`src/rtl/fsk_disc_pkg.sv`:
```
package fsk_disc_pkg;
  localparam int HIST_W  = 16;
  localparam int GUARD_W = 4;
  localparam int PROD_SH = 2;
  localparam int A_TERMS = 3;
  localparam int B_TERMS = 4;
  localparam int A_SH [A_TERMS] = '{3, 5, 7};
  localparam int B_SH [B_TERMS] = '{1, 3, 5, 6};
endpackage

```
`src/rtl/fsk_delay_line.sv`:
```
module fsk_delay_line #(
  parameter int W     = 8,
  parameter int DELAY = 4
) (
  input  logic                clk,
  input  logic                rst,
  input  logic                push,
  input  logic signed [W-1:0] din,
  output logic signed [W-1:0] oldest,
  output logic                full
);
  localparam int CNT_W = $clog2(DELAY + 1);

  logic signed [W-1:0] tap [DELAY];
  logic [CNT_W-1:0]    fill_cnt;

  always_ff @(posedge clk) begin
    if (push) tap[0] <= din;
  end

  genvar i;
  generate
    for (i = 1; i < DELAY; i++) begin : g_tap
      always_ff @(posedge clk) begin
        if (push) tap[i] <= tap[i-1];
      end
    end
  endgenerate

  always_ff @(posedge clk) begin
    if (rst) fill_cnt <= '0;
    else if (push && fill_cnt != CNT_W'(DELAY)) fill_cnt <= fill_cnt + 1'b1;
  end

  assign oldest = tap[DELAY-1];
  assign full   = (fill_cnt == CNT_W'(DELAY));
endmodule

```
`src/rtl/fsk_lpf_iir.sv`:
```
module fsk_lpf_iir
  import fsk_disc_pkg::*;
#(
  parameter int W = HIST_W
) (
  input  logic                clk,
  input  logic                rst,
  input  logic                en,
  input  logic signed [W-1:0] x_in,
  output logic signed [W-1:0] y_next
);
  localparam int EW = W + GUARD_W;
  localparam logic signed [EW-1:0] HI = EW'(2**(W-1) - 1);
  localparam logic signed [EW-1:0] LO = -HI - EW'(1);

  logic signed [W-1:0]  x_hist, y_hist;
  logic signed [EW-1:0] sum_e, yh_e, acc;

  always_comb begin
    sum_e = EW'(x_in) + EW'(x_hist);
    yh_e  = EW'(y_hist);
    acc   = '0;
    for (int k = 0; k < A_TERMS; k++) acc = acc + (sum_e >>> A_SH[k]);
    for (int k = 0; k < B_TERMS; k++) acc = acc + (yh_e >>> B_SH[k]);
    if (acc > HI)      y_next = HI[W-1:0];
    else if (acc < LO) y_next = LO[W-1:0];
    else               y_next = acc[W-1:0];
  end

  always_ff @(posedge clk) begin
    if (rst) begin
      x_hist <= '0;
      y_hist <= '0;
    end else if (en) begin
      x_hist <= x_in;
      y_hist <= y_next;
    end
  end
endmodule

```
`src/rtl/fsk_discriminator.sv`:
```
module fsk_discriminator
  import fsk_disc_pkg::*;
#(
  parameter int SAMPLE_W        = 8,
  parameter int SAMPLES_PER_BIT = 8,
  parameter int BITS_W          = 8
) (
  input  logic                       clk,
  input  logic                       rst,
  input  logic                       sample_valid,
  input  logic signed [SAMPLE_W-1:0] sample_in,
  output logic [BITS_W-1:0]          bits_out,
  output logic                       bit_now
);
  localparam int DEPTH  = SAMPLES_PER_BIT / 2 + 1;
  localparam int DELAY  = DEPTH - 1;
  localparam int PROD_W = 2 * SAMPLE_W;

  logic signed [SAMPLE_W-1:0] delayed;
  logic                       line_full;
  logic signed [PROD_W-1:0]   product;
  logic signed [HIST_W-1:0]   x_scaled, y_new;
  logic                       filt_en;

  fsk_delay_line #(.W(SAMPLE_W), .DELAY(DELAY)) u_line (
    .clk(clk), .rst(rst), .push(sample_valid), .din(sample_in),
    .oldest(delayed), .full(line_full)
  );

  assign product  = sample_in * delayed;
  assign x_scaled = HIST_W'(product >>> PROD_SH);
  assign filt_en  = sample_valid && line_full;

  fsk_lpf_iir #(.W(HIST_W)) u_lpf (
    .clk(clk), .rst(rst), .en(filt_en), .x_in(x_scaled), .y_next(y_new)
  );

  always_ff @(posedge clk) begin
    if (rst) begin
      bits_out <= '0;
      bit_now  <= 1'b0;
    end else if (filt_en) begin
      bits_out <= {bits_out[BITS_W-2:0], (y_new > 0)};
      bit_now  <= (y_new > 0);
    end
  end
endmodule

```
`config.mk`:
```
export PLATFORM = sky130hd
export DESIGN_NAME = fsk_discriminator
export DESIGN_NICKNAME = d
export VERILOG_FILES = /design/src/rtl/fsk_disc_pkg.sv /design/src/rtl/fsk_delay_line.sv /design/src/rtl/fsk_lpf_iir.sv /design/src/rtl/fsk_discriminator.sv
export SDC_FILE = /design/constraint.sdc
export NUM_CORES = 1
export LEC_CHECK = 0
export ABC_CLOCK_PERIOD_IN_PS = 28200
export BUFFER_PORTS_ARGS = -buffer_cell sky130_fd_sc_hd__buf_2
export CAP_MARGIN = 20
export CORE_ASPECT_RATIO = 1.25
export CORE_MARGIN = 1.5
export CORE_UTILIZATION = 58
export CTS_BUF_LIST = sky130_fd_sc_hd__clkbuf_16
export CTS_CLUSTER_DIAMETER = 80
export DETAILED_ROUTE_END_ITERATION = 7
export PLACE_DENSITY = 0.75
export SLEW_MARGIN = 20
export SYNTH_ARGS = -nofsm -noshare
export SYNTH_HDL_FRONTEND = slang
export SYNTH_HIERARCHICAL = 1
export SYNTH_SLANG_ARGS = --single-unit
```
`constraint.sdc`:
```
create_clock -name clk -period 28.2 [get_ports clk]
set_input_delay 1.41 -clock clk [delete_from_list [all_inputs] [get_ports clk]]
set_output_delay 1.41 -clock clk [all_outputs]
set_load 0.01 [all_outputs]
```
* Yosys cells after proc, flatten, opt, wreduce, memory -nomap -nowiden
Memories as Yosys holds them, arrays and structs flattened. Cells that the tools add are included.
Cells by class: add/subtract/negate cells 8, multiply operators 1, magnitude comparators 3, eq/ne operators 2, mux-type cells 4, reductions and logical operators 2
Operators with widths (count):
- $mux W16 | 2
- $add A20 B10 Y20 | 1
- $add A20 B11 Y20 | 1
- $add A20 B13 Y20 | 1
- $add A20 B15 Y20 | 1
- $gt A20 B16 Y1 const B | 1
- $lt A20 B16 Y1 const B | 1
- $gt A16 B1 Y1 const B | 1
- $mul A8 B8 Y16 | 1
- $add A14 B14 Y15 | 1
- $add A13 B8 Y14 | 1
- $add A12 B10 Y13 | 1
- $add A3 B1 Y3 const B | 1
- $eq A3 B3 Y1 const B | 1
- $ne A3 B3 Y1 const B | 1
- $logic_and A1 B1 Y1 | 2
- $mux W1 | 2
Storage, ports and cells: flip-flop bits (word level) 42, bits in writable memories 32, bits of input ports 11, output and inout bits 9, logic and storage cells 26, memories kept 1
Memories:
- u_line.tap | words 4, bits a word 8, rd ports 4, clocked after memory_dff 0, wr ports 4, line fsk_delay_line.sv:14 | logic signed [W-1:0] tap [DELAY];

* Logic depth before layout (Yosys ltp)
Gate-level depths: netlist of the first run.
depth in word-level cells 12, mapped depth 47, mapped depth without buffers 46

* By module
The synthesis of the first run kept the hierarchy.
By module, submodules not included:
- fsk_lpf_iir | times used 1, cells an instance 470, area each 4265.3 um^2, sequential area each 620.6 um^2
- fsk_discriminator | times used 1, cells an instance 322, area each 2803.9 um^2, sequential area each 160.2 um^2
- fsk_delay_line | times used 1, cells an instance 50, area each 1143.6 um^2, sequential area each 1021.0 um^2

* Worst setup path after synthesis of the first run
No wires, ideal clock.
path type input port to flip-flop, start point in sample_in[0], end point reg bits_out[0], setup time 0.124 ns, arrival time 11.536 ns, data required time 28.076 ns, slack 16.540 ns, stages 46, path buffers 1, cells stage by stage nand2b_1 -> fa_1 -> fa_1 -> inv_1 -> fa_1 -> inv_1 -> fa_1 -> inv_1 -> ha_1 -> a21o_1 -> a21oi_1 -> a21boi_0 -> or4_1 -> nand3_1 -> ha_1 -> inv_1 -> nor2_1 -> o21a_1 -> [10 not listed] -> inv_1 -> fa_1 -> inv_1 -> ha_1 -> a21oi_1 -> o211ai_1 -> a211o_1 -> a21oi_2 -> and2b_1 -> xnor2_2 -> o41ai_4 -> buf_2 -> o21ai_0 -> or4_1 -> nor4_1 -> a311oi_1 -> a21oi_1 -> nor2_1
Between the ends: word-level cells in the longest chain between the ends 12, elaborated cells on any way between the ends 13, those cells by class add/sub: 7; mul: 1; order compare: 3; mux: 2
RTL lines:
- from (decl) | line fsk_discriminator.sv:11 | input logic signed [SAMPLE_W-1:0] sample_in,
- $mul A8 B8 Y16 (*) | line fsk_discriminator.sv:30 | assign product = sample_in * delayed;
- net product[11] | line fsk_discriminator.sv:21 | logic signed [PROD_W-1:0] product;
- $add A14 B14 Y15 (*) | line fsk_lpf_iir.sv:20 | sum_e = EW'(x_in) + EW'(x_hist);
- $add A12 B10 Y13 | line fsk_lpf_iir.sv:23 | for (int k = 0; k < A_TERMS; k++) acc = acc + (sum_e >>> A_SH[k]);
- $add A13 B8 Y14 (*) | line fsk_lpf_iir.sv:23
- $add A20 B15 Y20 (*) | line fsk_lpf_iir.sv:24 | for (int k = 0; k < B_TERMS; k++) acc = acc + (yh_e >>> B_SH[k]);
- $add A20 B13 Y20 (*) | line fsk_lpf_iir.sv:24
- $add A20 B11 Y20 (*) | line fsk_lpf_iir.sv:24
- $add A20 B10 Y20 (*) | line fsk_lpf_iir.sv:24
- $lt A20 B16 Y1 | line fsk_lpf_iir.sv:26 | else if (acc < LO) y_next = LO[W-1:0];
- $mux W16 | line fsk_lpf_iir.sv:26
- $mux W16 (*) | line fsk_lpf_iir.sv:25 | if (acc > HI) y_next = HI[W-1:0];
- net y_new[7] | line fsk_discriminator.sv:22 | logic signed [HIST_W-1:0] x_scaled, y_new;
- $gt A16 B1 Y1 (*) | line fsk_discriminator.sv:43 | bits_out <= {bits_out[BITS_W-2:0], (y_new > 0)};
- to (signal assigned) | line fsk_discriminator.sv:43
- to (decl) | line fsk_discriminator.sv:12 | output logic [BITS_W-1:0] bits_out,
Mark *: on every way through the listed nets, which the timed path passes. The rest lies on a longest branch. A chain may end at the register's enable or synchronous reset.

* Final worst setup path of the first run
Ends and elaborated chain as after synthesis.

==> impl_metrics.tcl, run 1 <==
set metrics [dict create \
    row_count 48 \
    syn_avg_cell_area_um2 9.75 \
    tightest_slew_ns 0.978 \
    reg2reg_depth 45 \
    core_mm2 0.0138 \
    gp_congestion 0.934 \
    tns_ns 0 \
    htreeDepth 3 \
    die_w_um 109 \
    dr.pass1.iters 5 \
    ioPinCount 20 \
    area_growth_pct 6.69 \
    layout_common_cells "182 x inv_1, 110 x fa_1, 83 x ha_1" \
    crit_cells 46 \
    grt_setup_unrepaired "no" \
    clock_path_buffers 2 \
    clkSlewWorstSetupHoldPaths_ns 0.06 \
    final_common_cell "inv_1" \
    drive_gt1_share_pct 6.72 \
    yosys.cell_types.count 62 \
    port_buffers 19 \
    worstPathArrival_ns 12.65 \
    synth-seq-cells 74 \
    drt-initial-drc-count 282 \
    cts_resized 0 \
    overflow 0 \
    dieArea_mm2 0.0149 \
    dp_hpwl_um 12900 \
    crit_slowest_cell "o41ai_4" \
    yosys_warnings 6 \
    antenna_found_initial 0 \
    maxCapViolations 0 \
    synthCells 842 \
    start_util_pct 59.5 \
    gr-usage-all-layers_pct 24.3 \
    synthesis.nets 1046 \
    grt_pass1_vias 5951 \
    finalCriticalPeriod_ns 12.45 \
    hold_violations 0 \
    critPathMaxFanout 24 \
    grt_max_degree 37 \
    worstPathRequired_ns 28.40 \
    synth_flop_cell "dfxtp_1" \
    relSlewSlack_pct 34.6 \
    synth_edf_count 32 \
    wire_per_inst_um 15.5 \
    cts_made_buffers 9 \
    finalMaxSlewViolations 0 \
    cpLargestDelayFamily "adder cells" \
    async_flop_share_pct 0 \
    regArea_mm2 0.00180 \
    clock-sinks 74 \
    critPathBufInv 9 \
    syn_area_mm2 0.00821 \
    fin_crit_sh_pct 44.2 \
    critPathCaptureType "flop" \
    finClkSkew_ns 0.0115 \
    antenna_left 0 \
    dp.cells 1022 \
    layout.nets 1062 \
    multi_input_comb_area_mm2 0.00566 \
    antenna_cells 0 \
    die_h_um 136 \
    critical_path_class "in2reg" \
    fmax_mhz 80.3 \
    holdBufCountCts 0 \
    vias 5561 \
    setup_viol 0 \
    status "finished, final reports clean" \
    drt_wl_total_um 16000 \
    worstSetupStartpointType "input pin" \
    hold_depth 0 \
    grt_first_pass_wirelength_um 27800 \
    drc 0 \
    cts_setup_buffers 0 \
    clk_latency_ns 0.34 \
    fin_cells 1038 \
    n_fill_cell 1158 \
    root_buffer "clkbuf_16" \
    hold_class "reg2reg" \
    yosysSeqAreaShare_pct 21.9 \
    crit_path_max_incr_delay_ns 0.92 \
    viasPerCell 5.36 \
    cts_tree "built" \
]
worst register-to-register path, delay by kind of cell (launching register included):
family	cells	cell delay [ns]
XOR/XNOR	2	0.30
adder cells (fa/ha/maj)	11	5.17
flip-flops	1	0.59
AO/OA/AOI/OAI	16	3.45
AND/OR/NAND/NOR	8	1.67
buffers and inverters	8	0.45
flip-flops by register name (all words and copies together) (netlist names):
signal,flops
u_lpf/x_hist,16
u_line/fill_cnt,3
u_line/tap,32
bits_out,8
u_lpf/y_hist,15
layout make-up:
class	instances	area share, %
clock buffer	10	2.86
clock inverter	6	0.528
inverter	183	7.84
multi-input combinational	570	64.5
sequential	74	20.6
tap	175	2.50
timing repair buffer	20	1.17
cells by family after synthesis:
group | Yosys count | share of synthesized area, %
buffers and inverters | 198 | 9.20
and+or+nand+nor | 194 | 11.7
adders and majority gates | 193 | 39.5
AOI/OAI and AO/OA | 121 | 10.3
DFF | 74 | 21.9
xor gates and xnor gates | 43 | 5.00
muxes | 19 | 2.39
per-stage QoR:
step                hold slack (ns)  area, um2  setup slack, ns  utilization (%)
floorplan                     0.400       8210            16.54                -
global placement              0.404       8470            15.56             61.3
detailed placement            0.406       8470            15.45             61.3
CTS                           0.419       8760            15.73             63.4
global route                  0.431       8760            14.88             63.4
finish                        0.422       8760            15.75             63.4
final timing paths:
| check | from | endpoint | slack (ns) |
|---|---|---|---|
| worst max-delay path | sample_in[0] | bits_out[0] | 15.75 |
| worst min-delay path | u_line/tap[0][5] | u_line/tap[1][5] | 0.42 |
| worst min register to register | u_line/tap[0][5] | u_line/tap[1][5] | 0.42 |
| worst max register to register | u_line/tap[3][7] | bits_out[0] | 16.41 |
per-layer routing:
layer | global-route usage, % | vias to the layer above | wire [um]
li1 | - | 2725 | -
met1 | 27.9 | 2720 | 6590
met2 | 45.7 | 93 | 8810
met3 | 2.92 | 23 | 340
met4 | 8.15 | 0 | 310
met5 | 0 | - | 0
Yosys cell counts (17+ instances only):
cell,count,share of area [%]
fa_1,110,27
ha_1,83,13
xnor2_1,28,3.0
and2_1,44,3.4
edfxtp_1,32,12
inv_1,182,8.3
dfxtp_1,42,10
nor2_1,60,2.7
a21oi_1,38,2.3
mux2i_1,17,2.1
o21ai_0,25,1.5
nand2_1,40,1.8
Power of run 1 is left out: the tool's default activity adds up to more than one toggle a clock period on the data nets, which glitch-free logic cannot reach.
==> run 2, diff against run 1 <==
ABC_CLOCK_PERIOD_IN_PS = 10900   (was 28200)
PLACE_DENSITY = 0.78   (was 0.75)
clock period = 10.9 ns   (was 28.2 ns; I/O delays follow)
==> run 2 against run 1 <==
The run now ends with setup timing left. First-iteration DRC count grew 12%. Wire length grew 21%. Hold slack lost 0.0016 ns. Setup slack lost 16 ns. Die area is the same. Flip-flop and latch count is the same. Via count grew 12%. Register-to-register slack lost 16 ns. Clock-buffer cell count shrank 1. Cell count grew 8.3%. Critical path type is now reg2reg.
==> impl_metrics.tcl, run 2 (synthesis results as in run 1) <==
set metrics [dict create \
    vias 6235 \
    drive_gt1_share_pct 22.4 \
    root_buffer "clkbuf_16" \
    tightest_slew_ns 0.801 \
    worstPathArrival_ns 11.12 \
    layout.nets 1148 \
    critical_path_class "reg2reg" \
    multi_input_comb_area_mm2 0.00604 \
    ioPinCount 20 \
    wire_per_inst_um 17.2 \
    die_w_um 109 \
    grt_max_degree 50 \
    critPathMaxFanout 6 \
    setup_slack_ns -0.00103 \
    worstPathRequired_ns 11.12 \
    htreeDepth 3 \
    largest_reg_flops 32 \
    clock-sinks 74 \
    clk_latency_ns 0.36 \
    regArea_mm2 0.00180 \
    drt_wl_total_um 19400 \
    row_count 48 \
    cts_made_buffers 9 \
    violations "setup timing" \
    port_buffers 19 \
    r2r_end "bits_out[0]" \
    start_util_pct 59.5 \
    finalMaxSlewViolations 0 \
    crit_slowest_cell "fa_1" \
    status "complete, but fails checks" \
    hold_class "reg2reg" \
    worstSetupStartpointType "flop" \
    fin_cells 1124 \
    gp_congestion 0.881 \
    final_common_cell "inv_1" \
    reg2reg_slack_ns -0.001 \
    hold_depth 0 \
    hold_violations 0 \
    cts_tree "built" \
    layout_common_cells "170 x inv_1, 107 x fa_1, 81 x buf_4" \
    gr-usage-all-layers_pct 25.2 \
    dr.pass1.iters 5 \
    core_mm2 0.0138 \
    area_growth_pct 19.7 \
    fmax_mhz 91.7 \
    crit_path_frequent_cell "fa_1" \
    critPathBufInv 9 \
    grt_setup_unrepaired "yes" \
    reg2reg_depth 44 \
    clock_path_buffers 2 \
    relSlewSlack_pct 46.6 \
    antenna_cells 0 \
    timing.rr.start "u_line/tap[3][5]" \
    dp_hpwl_um 13800 \
    grt_pass1_vias 6469 \
    n_fill_cell 929 \
    maxCapViolations 0 \
    antenna_left 0 \
    viasPerCell 5.55 \
    grt_first_pass_wirelength_um 29100 \
    crit_path_max_incr_delay_ns 0.57 \
    fin_crit_sh_pct 100 \
    antenna_found_initial 0 \
    hp-start "u_line/tap[1][6]" \
    finClkSkew_ns 0.0110 \
    drc 0 \
    largest_registers "u_line/tap: 32 flops, u_lpf/x_hist: 16 flops, u_lpf/y_hist: 15 flops" \
    min_to "u_line/tap[2][6]" \
    critPathCaptureType "flop" \
    die_h_um 136 \
    setup_viol 1 \
    dp.cells 1088 \
    top_register "u_line/tap" \
    overflow 0 \
    finalCriticalPeriod_ns 10.90 \
    clkSlewWorstSetupHoldPaths_ns 0.07 \
    cpLargestDelayFamily "adder cells" \
    dieArea_mm2 0.0149 \
    drt-initial-drc-count 316 \
]
run 2: changes by cell type in the layout (fill, tap and decap cells not counted), moves of 11 or more:
cell | before | now
ha_1 | 83 | 71
inv_1 | 182 | 170
inv_2 | 0 | 11
buf_4 | 1 | 81
run 2: cell type report:
class	instances	share of cell area (%)
Clock buffer	9	2.29
Clock inverter	7	0.827
Inverter	183	7.01
Multi-Input combinational cell	570	61.5
Sequential cell	74	18.3
Tap cell	175	2.23
Timing Repair Buffer	106	7.84
run 2: worst max-delay path by stage:
stage	from	slack, ns	end	cells past startpoint
4_1_cts	u_line/tap[3][5]	0.02	bits_out[0]	45
6_report	u_line/tap[3][5]	-0.001	bits_out[0]	44
3_3_place_gp	sample_in[0]	-0.07	bits_out[0]	47
2_1_floorplan	sample_in[0]	0.10	bits_out[0]	46
3_5_place_dp	sample_in[0]	-0.36	bits_out[0]	47
5_1_grt	u_line/tap[3][2]	-0.43	bits_out[0]	44
run 2: routing by layer:
layer,GRT usage (%),share of wire [%]
met1,27.9,37
met2,47.1,56
met3,3.36,3.0
met4,10.9,4.1
met5,0,0
run 2: timing repair:
action / 4_1_cts / 5_1_grt
pin swaps: 6 / 73
gates cloned: 0 / 0
buffers inserted: 6 / 14
setup endpoints to repair: 1 / 15
gates resized for setup: 6 / 91
hold buffers: 0 / 0
run 2: worst register-to-register path: cells and delay by family (launching register included):
family | cells | cell delay, ns
AOI/OAI and AO/OA | 14 | 2.59
buffers and inverters | 9 | 0.68
xor gates and xnor gates | 2 | 0.26
and+or+nand+nor | 8 | 1.92
DFF | 1 | 0.45
adders and majority gates | 11 | 4.87
run 2: metrics by stage:
step	hold slack (ns)	setup WS, ns	area [um2]	setup TNS (ns)	utilization [%]
3_5_place_dp	0.405	-0.360	8960	-0.451	64.9
6_report	0.420	-0.00103	9830	-0.00103	71.2
5_1_grt	0.430	-0.426	9830	-1.08	71.2
3_3_place_gp	0.402	-0.0736	8960	-0.0736	64.9
4_1_cts	0.421	0.0184	9340	0	67.6
2_1_floorplan	0.400	0.105	8210	0	-
Power of run 2 is left out for the same reason.
==> run 3, diff against run 2 <==
GPL_TIMING_DRIVEN = 0   (was unset)
==> run 3 against run 2 <==
The run still ends with setup timing left. Cell area down 3.0%. Wire length down 9.9%. Hold slack worse by 0.0016 ns. Non-clock buffer count down 32. Critical path depth up 2. Sequential share of layout area up 0.57 points. Clock-buffer cell count unchanged. Cell count down 2.8%. Setup slack worse by 0.014 ns. Flip-flop and latch count unchanged. Critical endpoint unchanged. Largest cell class unchanged.
==> impl_metrics.tcl, run 3 (synthesis results as in run 1) <==
set metrics [dict create \
    tns_ns -0.0152 \
    reg2reg_slack_ns -0.02 \
    clock-sinks 74 \
    layout.nets 1116 \
    cts_tree "built" \
    crit_path_max_incr_delay_ns 0.55 \
    worstPathRequired_ns 11.12 \
    grt_max_degree 37 \
    port_buffers 19 \
    final_common_cell "inv_1" \
    setup_viol 1 \
    critPathMaxFanout 6 \
    largest_registers "u_line/tap: 32 flops, u_lpf/x_hist: 16 flops, u_lpf/y_hist: 15 flops" \
    overflow 0 \
    gr-usage-all-layers_pct 24.8 \
    layout_common_cells "171 x inv_1, 107 x fa_1, 74 x ha_1" \
    dieArea_mm2 0.0149 \
    viasPerCell 5.40 \
    grt_setup_unrepaired "yes" \
    die_h_um 136 \
    fin_crit_sh_pct 100 \
    ioPinCount 20 \
    wire_per_inst_um 16.0 \
    finClkSkew_ns 0.00899 \
    cts_made_buffers 9 \
    dr.pass1.iters 5 \
    largest_reg_flops 32 \
    worstSetupStartpointType "flop" \
    root_buffer "clkbuf_16" \
    core_mm2 0.0138 \
    grt_pass1_vias 6321 \
    gp_congestion 0.887 \
    relSlewSlack_pct 50.6 \
    area_growth_pct 16.1 \
    worstPathArrival_ns 11.14 \
    start_util_pct 59.5 \
    holdBufCountCts 0 \
    hold_class "reg2reg" \
    drc 0 \
    violations "setup timing" \
    drt-initial-drc-count 209 \
    drt_wl_total_um 17500 \
    finalMaxSlewViolations 0 \
    top_register "u_line/tap" \
    clkSlewWorstSetupHoldPaths_ns 0.07 \
    row_count 48 \
    antenna_left 0 \
    maxCapViolations 0 \
    drive_gt1_share_pct 17.7 \
    grt_first_pass_wirelength_um 28800 \
    critPathCaptureType "flop" \
    hold_violations 0 \
    clock_path_buffers 2 \
    tightest_slew_ns 0.741 \
    finalCriticalPeriod_ns 10.92 \
    status "complete, but fails checks" \
    crit_slowest_cell "fa_1" \
    antenna_found_initial 0 \
    critical_path_class "reg2reg" \
    setup_slack_ns -0.0152 \
    vias 5901 \
    clk_latency_ns 0.34 \
    dp_hpwl_um 12900 \
    htreeDepth 3 \
    fmax_mhz 91.6 \
    antenna_cells 0 \
    die_w_um 109 \
]
run 3: changes by cell type in the layout (fill, tap and decap cells not counted), sizes merged:
cell | before | now
clkbuf | 9 | 14
buf | 106 | 69
run 3: worst max-delay path: cells and delay by family, from the launching register on:
| family | cells | cell delay (ns) |
|---|---|---|
| and+or+nand+nor | 7 | 1.54 |
| xor gates and xnor gates | 3 | 0.57 |
| adders and majority gates | 11 | 5.08 |
| buffers and inverters | 13 | 1.07 |
| AOI/OAI and AO/OA | 12 | 2.04 |
| DFF | 1 | 0.47 |
run 3: routing by layer:
metal	share of wire [%]	up-vias	wire length, um	GRT usage (%)
li1	-	2836	-	-
met1	39	2913	6890	28.6
met2	55	107	9550	45.7
met3	2.7	45	467	3.69
met4	3.2	0	561	9.16
met5	0	-	0	0
run 3: area by class of cell:
type | count | area, um2
buffer | 15 | 82.6
clock buffer | 9 | 225
clock inverter | 7 | 81.3
fill | 1002 | 4280
inverter | 183 | 687
multi-input combinational | 570 | 6030
sequential | 74 | 1800
tap | 175 | 219
timing repair buffer | 59 | 410
run 3: what timing repair did:
| action | CTS | global route |
|---|---|---|
| buffers inserted | 29 | 11 |
| gates resized for setup | 51 | 40 |
| pin swaps | 37 | 44 |
| endpoints found under the setup margin | 12 | 1 |
run 3: path summary, 6_finish.rpt:
kind	depth (start not counted)	end	start
max	46	bits_out[0]	u_line/tap[3][0]
min	0	u_line/tap[3][4]	u_line/tap[2][4]
max reg2reg	46	bits_out[0]	u_line/tap[3][0]
min reg2reg	0	u_line/tap[3][4]	u_line/tap[2][4]
run 3: stage by stage:
stage | instances | setup WS, ns | hold WS, ns | util, % | area [um2]
after global placement | 1036 | -1.19 | 0.401 | 61.7 | 8530
after CTS | 1081 | -0.302 | 0.420 | 67.1 | 9270
after global routing | 1092 | -0.374 | 0.423 | 69.0 | 9530
after floorplan | 842 | 0.105 | 0.400 | - | 8210
after detailed placement | 1036 | -1.30 | 0.405 | 61.7 | 8530
final | 1092 | -0.0152 | 0.418 | 69.0 | 9530
Power of run 3 is left out for the same reason.
